<file path="config.mk">
export PLATFORM = sky130hd
export DESIGN_NAME = wr_guard
export DESIGN_NICKNAME = d
export VERILOG_FILES = /design/src/rtl/wr_guard_pkg.sv /design/src/rtl/wr_guard_span.sv /design/src/rtl/wr_guard_bank.sv /design/src/rtl/wr_guard.sv
export SDC_FILE = /design/constraint.sdc
export NUM_CORES = 1
export LEC_CHECK = 0
export ABC_CLOCK_PERIOD_IN_PS = 5500
export BUFFER_PORTS_ARGS = -buffer_cell sky130_fd_sc_hd__buf_2
export CAP_MARGIN = 20
export CORE_MARGIN = 2
export CORE_UTILIZATION = 40
export DETAILED_ROUTE_END_ITERATION = 12
export PLACE_DENSITY_LB_ADDON = 0.15
export SYNTH_ARGS = -nofsm -noshare
export SYNTH_HDL_FRONTEND = slang
export SYNTH_SLANG_ARGS = --single-unit
export TNS_END_PERCENT = 1
</file>
<file path="constraint.sdc">
create_clock -name clk -period 5.5 [get_ports clk]
set_input_delay 0.825 -clock clk [delete_from_list [all_inputs] [get_ports clk]]
set_output_delay 0.825 -clock clk [all_outputs]
set_load 0.005 [all_outputs]
</file>
<file path="src/rtl/wr_guard_pkg.sv">
package wr_guard_pkg;

    typedef enum logic [1:0] {
        CMD_WR  = 2'd0,
        CMD_RD  = 2'd1,
        CMD_PRE = 2'd2,
        CMD_ACT = 2'd3
    } cmd_e;

    typedef enum logic [1:0] {
        BM_FULL  = 2'd0,
        BM_CHOP  = 2'd1,
        BM_PICK  = 2'd2,
        BM_PICK2 = 2'd3
    } burst_e;

endpackage

</file>
<file path="src/rtl/wr_guard_span.sv">
module wr_guard_span #(
    parameter int CFGW = 4,
    parameter int SPW  = 6
) (
    input  logic [CFGW-1:0] al,
    input  logic [CFGW-1:0] cwl,
    input  logic [1:0]      mode,
    input  logic            chop_req,
    output logic [SPW-1:0]  span
);
    import wr_guard_pkg::*;

    logic chop;

    always_comb begin
        chop = (burst_e'(mode) == BM_CHOP) || (mode[1] && chop_req);
        span = SPW'(al) + SPW'(cwl) + (chop ? SPW'(2) : SPW'(4));
    end
endmodule

</file>
<file path="src/rtl/wr_guard_bank.sv">
module wr_guard_bank #(
    parameter int TWR  = 10,
    parameter int TRP  = 4,
    parameter int SPW  = 6,
    parameter int CNTW = 6
) (
    input  logic           clk,
    input  logic           rst_n,
    input  logic           sel,
    input  logic [1:0]     op,
    input  logic           ap_req,
    input  logic [SPW-1:0] span,
    output logic           is_open,
    output logic           busy,
    output logic           pre_ok,
    output logic           ap_fire
);
    import wr_guard_pkg::*;

    typedef struct packed {
        logic            open;
        logic            ap_arm;
        logic [CNTW-1:0] wr_cnt;
        logic [CNTW-1:0] rp_cnt;
    } bank_st_t;

    bank_st_t st_d, st_q;
    logic [CNTW-1:0] wr_new, wr_dec;

    always_comb begin
        is_open = st_q.open;
        busy    = st_q.ap_arm || (st_q.rp_cnt != '0);
        pre_ok  = (st_q.wr_cnt == '0);
        ap_fire = st_q.ap_arm && (st_q.wr_cnt == '0);

        st_d   = st_q;
        wr_dec = (st_q.wr_cnt == '0) ? '0 : st_q.wr_cnt - CNTW'(1);
        wr_new = CNTW'(span) + CNTW'(TWR - 1);
        st_d.wr_cnt = wr_dec;
        st_d.rp_cnt = (st_q.rp_cnt == '0) ? '0 : st_q.rp_cnt - CNTW'(1);

        if (ap_fire) begin
            st_d.ap_arm = 1'b0;
            st_d.open   = 1'b0;
            st_d.rp_cnt = CNTW'(TRP - 1);
        end

        if (sel) begin
            case (cmd_e'(op))
                CMD_WR: begin
                    st_d.wr_cnt = (wr_new > wr_dec) ? wr_new : wr_dec;
                    if (ap_req) st_d.ap_arm = 1'b1;
                end
                CMD_PRE: st_d.open = 1'b0;
                CMD_ACT: st_d.open = 1'b1;
                default: ;
            endcase
        end
    end

    always_ff @(posedge clk) begin
        if (!rst_n) st_q <= '0;
        else        st_q <= st_d;
    end
endmodule

</file>
<file path="src/rtl/wr_guard.sv">
module wr_guard #(
    parameter int NBANK = 8,
    parameter int CFGW  = 4,
    parameter int TCCD  = 4,
    parameter int TWTR  = 4,
    parameter int TWR   = 10,
    parameter int TRP   = 4,
    localparam int BW   = $clog2(NBANK),
    localparam int SPW  = CFGW + 2,
    localparam int MAXT = (TWR > TWTR) ? ((TWR > TCCD) ? TWR : TCCD) : ((TWTR > TCCD) ? TWTR : TCCD),
    localparam int CNTW = $clog2((1 << SPW) + MAXT + TRP + 2)
) (
    input  logic             clk,
    input  logic             rst_n,
    input  logic [CFGW-1:0]  cfg_al,
    input  logic [CFGW-1:0]  cfg_cwl,
    input  logic [1:0]       cfg_burst,
    input  logic             cmd_valid,
    input  logic [1:0]       cmd_type,
    input  logic [BW-1:0]    cmd_bank,
    input  logic             cmd_ap,
    input  logic             cmd_chop,
    output logic             cmd_grant,
    output logic [NBANK-1:0] ap_start
);
    import wr_guard_pkg::*;

    typedef struct packed {
        logic [CNTW-1:0] ccd_cnt;
        logic [CNTW-1:0] wtr_cnt;
    } glob_st_t;

    glob_st_t g_d, g_q;
    logic [SPW-1:0]   span;
    logic [NBANK-1:0] b_open, b_busy, b_pre_ok;
    logic             allow;
    logic [CNTW-1:0]  wtr_new, wtr_dec;

    wr_guard_span #(.CFGW(CFGW), .SPW(SPW)) u_span (
        .al(cfg_al), .cwl(cfg_cwl), .mode(cfg_burst),
        .chop_req(cmd_chop), .span(span)
    );

    for (genvar i = 0; i < NBANK; i++) begin : g_bank
        wr_guard_bank #(.TWR(TWR), .TRP(TRP), .SPW(SPW), .CNTW(CNTW)) u_bank (
            .clk(clk), .rst_n(rst_n),
            .sel(cmd_grant && (cmd_bank == BW'(i))),
            .op(cmd_type), .ap_req(cmd_ap), .span(span),
            .is_open(b_open[i]), .busy(b_busy[i]),
            .pre_ok(b_pre_ok[i]), .ap_fire(ap_start[i])
        );
    end

    always_comb begin
        case (cmd_e'(cmd_type))
            CMD_WR:  allow = b_open[cmd_bank] && !b_busy[cmd_bank] && (g_q.ccd_cnt == '0);
            CMD_RD:  allow = b_open[cmd_bank] && !b_busy[cmd_bank] && (g_q.wtr_cnt == '0);
            CMD_PRE: allow = !b_busy[cmd_bank] && b_pre_ok[cmd_bank];
            default: allow = !b_open[cmd_bank] && !b_busy[cmd_bank];
        endcase
        cmd_grant = cmd_valid && allow;

        g_d         = g_q;
        g_d.ccd_cnt = (g_q.ccd_cnt == '0) ? '0 : g_q.ccd_cnt - CNTW'(1);
        wtr_dec     = (g_q.wtr_cnt == '0) ? '0 : g_q.wtr_cnt - CNTW'(1);
        wtr_new     = CNTW'(span) + CNTW'(TWTR - 1);
        g_d.wtr_cnt = wtr_dec;
        if (cmd_grant && cmd_e'(cmd_type) == CMD_WR) begin
            g_d.ccd_cnt = CNTW'(TCCD - 1);
            g_d.wtr_cnt = (wtr_new > wtr_dec) ? wtr_new : wtr_dec;
        end
    end

    always_ff @(posedge clk) begin
        if (!rst_n) g_q <= '0;
        else        g_q <= g_d;
    end
endmodule

</file>
==> flow_metrics.py <==
metrics = {
    "critical_path": {
        "rrSetupSlack_ns": 1.86,
        "path_buf_inv": 2,
        "path_cells": "buf_2, ha_1, fa_1, xor2_1, ha_1, a21oi_1, or3b_2, xor2_1, o31ai_1, xor2_1, inv_1, ha_1, a21oi_1, nor2b_1, o21ai_0, o21ai_0, nor2_1, nor3_4, mux2_2, and2_1",
        "cp.required_ns": 5.82,
        "cp-startpoint": "cfg_al[0]",
        "cp.depth": 20,
        "path_class": "input port to flip-flop",
        "cp_top_family": "adder cells",
        "cpPeakStageDelay_ns": 0.51,
        "cp_slowest_cell": "or3b_2",
        "cp_data_arrival_time_ns": 5.06,
        "r2r_cells": 15,
        "rr_startpoint": "g_bank[2].u_bank.st_q[7]",
        "worstPathMaxFanout": 9,
        "worstSetupStartpointType": "input port",
        "crit_path_end_kind": "flip-flop",
    },
    "sta": {
        "setup_viol": 0,
        "finalClockSkew_ns": 0.0131,
        "min_period_ns": 4.74,
        "fin_crit_sh_pct": 86.1,
        "finalSetupTns_ns": 0,
        "fmax_mhz": 211,
        "grt_setup_unrepaired": "no",
        "slew_headroom_pct": 27.1,
        "worst_pin_slew_ns": 1.09,
        "drv_slew": 0,
        "hold_violations": 0,
    },
    "logic_synthesis": {
        "synth_warnings": 0,
        "synth-xor-area-share_pct": 8.65,
        "ys_seq_elements": 142,
        "synth.avg_cell_area_um2": 8.34,
        "syn_area_um2": 9620,
        "synth_cells": 1154,
        "synth_compound_area_share_pct": 8.63,
        "yosysUniqueCellTypes": 73,
        "ys_async_sr_fraction_pct": 0,
        "yosysSeqAreaShare_pct": 29.5,
        "muxShareOfSynthArea_pct": 8.36,
        "yosys.area_share.adder_pct": 12.2,
        "ys.flop_type": "dfxtp_1",
        "synth_edf_count": 0,
        "synth_top_family_by_area": "simple AND/OR/NAND/NOR gates",
        "synth-simple-area-share_pct": 26.5,
        "synth_fp_nets": 1267,
    },
    "floorplan": {
        "die_h_um": 159,
        "dieWidth_um": 159,
        "ioPinCount": 29,
        "core_um2": 23500,
        "die_area_um2": 25300,
        "start_util_pct": 40.9,
        "rows": 56,
    },
    "pwr": {
        "internal_power_mw": 3.71,
        "swShare_pct": 44.0,
        "powerDensity_nw_per_um2": 624,
        "irDropWorstVdd_uv": 232,
        "finalPower_mw": 6.62,
        "p_comb_share_pct": 57.8,
        "seqPwrFrac_pct": 23.8,
        "p_switching_mw": 2.92,
        "pwr-share-clk_pct": 18.4,
        "p_leak_nw": 4.76,
    },
    "grt": {
        "grt_use_total_pct": 18.2,
        "top_usage_layer": "met2",
        "grt-ovfl-total": 0,
        "antenna_found_initial": 0,
        "grt_pass1_vias": 7440,
        "grt_use_met3_pct": 2.81,
        "use_met2_pct": 30.4,
        "grt_pass1_wl_um": 37700,
        "grt_max_degree": 64,
        "use_met1_pct": 24.5,
    },
    "placed_design": {
        "dp_hpwl_um": 16200,
        "post-place-cells": 1471,
        "io_buffers": 28,
        "gp_congestion": 0.790,
    },
    "min_path": {
        "hold_depth": 2,
        "min-delay-start": "g_bank[2].u_bank.is_open",
        "hold_path_class": "flip-flop to flip-flop",
    },
    "final_layout": {
        "final_common_cell": "dfxtp_1",
        "instances_no_fill": 1503,
        "antenna_cells": 0,
        "final_cell_mix": "dfxtp_1 (142), nor2_1 (127), nand2_1 (111)",
        "area_growth_pct": 10.3,
        "nets": 1284,
        "drive_gt1_share_pct": 9.54,
    },
    "run": {
        "drv_cap": 0,
    },
    "detailed_routing": {
        "drt_wl_total_um": 22500,
        "dr.first_iter.drc_count": 378,
        "drtAntennaViolNets": 0,
        "vias": 7667,
        "via_per_inst": 5.10,
        "wl_per_cell_um": 15.0,
        "first_pass_iters": 5,
        "drc_errors": 0,
    },
    "clocking": {
        "cts.repair.resized": 0,
        "clock_latency_ns": 0.43,
        "clock-root-buffer": "clkbuf_16",
        "cts_buffers": 17,
        "numClockSinks": 142,
        "cts_tree": "done",
        "cts-hold-fix-buffers": 0,
        "cts_setup_buffers": 0,
        "clk_pin_slew_ns": 0.06,
        "htree_levels": 4,
        "clk_path_buf_depth": 2,
    },
    "run_status": {
        "status": "finished clean",
    },
}
[synth_stat cells, types with 5 or more instances]
cell,n,area [µm²]
nor2_1,127,477
o2111ai_1,8,70.1
nand3b_1,9,67.6
nor4b_1,5,43.8
o21ai_0,36,180
xnor2_1,48,420
mux2i_1,68,681
buf_4,13,97.6
a21o_1,9,67.6
dfxtp_1,142,2840
a21oi_1,36,180
nand3_1,43,215
ha_1,91,1140
or3b_1,6,52.6
inv_1,94,353
nor4_1,10,62.6
nand2b_1,13,81.3
nor2b_1,11,68.8
nor3b_1,6,45.0
nor3_1,27,135
nand4_1,18,113
nand2_1,111,417
and2_1,43,269
xor2_1,47,412
clkbuf_1,13,48.8
buf_2,9,45.0
or3_1,14,87.6
and3_1,7,43.8
or2_2,14,87.6
[worst register-to-register path: stages (launching register included)]
cell       delay, ns
dfxtp_1         0.33
inv_1           0.06
ha_1            0.16
or3b_1          0.41
or3_4           0.36
nor2_1          0.44
nor2_1          0.13
inv_1           0.08
ha_1            0.24
a21o_1          0.17
a21oi_1         0.15
o21ai_0         0.11
o2111ai_1       0.11
and3_1          0.27
a41o_1          0.30
mux2i_1         0.24
[worst paths after layout]
check | to
max reg2reg | g_bank[2].u_bank.st_q[10]
max | g_q[0]
min reg2reg | g_bank[2].u_bank.is_open
min | g_bank[2].u_bank.is_open
[power by group through the flow]
stage          Combinational [mW]  Clock (mW)  Sequential (mW)
5_1_grt                      4.41        1.28             1.62
4_1_cts                      3.85        1.24             1.58
3_3_place_gp                 3.79           0             1.59
6_report                     3.83        1.22             1.58
3_5_place_dp                 3.82           0             1.59
2_1_floorplan                3.05           0             1.54
[layout make-up]
| cell class | instances | area [µm²] |
|---|---|---|
| fillers | 2378 | 12900 |
| multi-input cells | 879 | 6200 |
| flip-flops and latches | 142 | 2840 |
| clock buffers | 18 | 439 |
| well taps | 319 | 399 |
| inverters | 94 | 353 |
| repair buffers | 37 | 210 |
| clock inverters | 14 | 173 |
[flip-flops by register name (all words and copies together), names as in the netlist]
name and count:
g_q 14, g_bank.u_bank.is_open 8, g_bank.u_bank.st_q 120
[metrics by stage]
step	instance area, µm²	utilization (%)	worst slack (ns)	hold slack (ns)
6_report	10600	45.1	0.763	0.474
5_1_grt	10600	45.1	0.304	0.495
4_1_cts	10600	45.1	0.784	0.476
3_5_place_dp	10000	42.5	0.323	0.467
3_3_place_gp	10000	42.5	0.429	0.458
2_1_floorplan	9620	-	0.585	0.443
[cells by family after synthesis]
logic type / after synthesis
flip-flops: 142
XOR/XNOR: 95
multiplexers: 75
adder cells (fa/ha/maj): 93
other: 1
AO/OA/AOI/OAI: 121
buffers and inverters: 133
AND/OR/NAND/NOR: 494
[per-layer routing]
metal	part of all wire, %	vias to the layer above
li1	-	3970
met1	51	3604
met2	46	75
met3	2.2	18
met4	1.1	0
met5	0	-
Power figures use the tool's default switching activity.
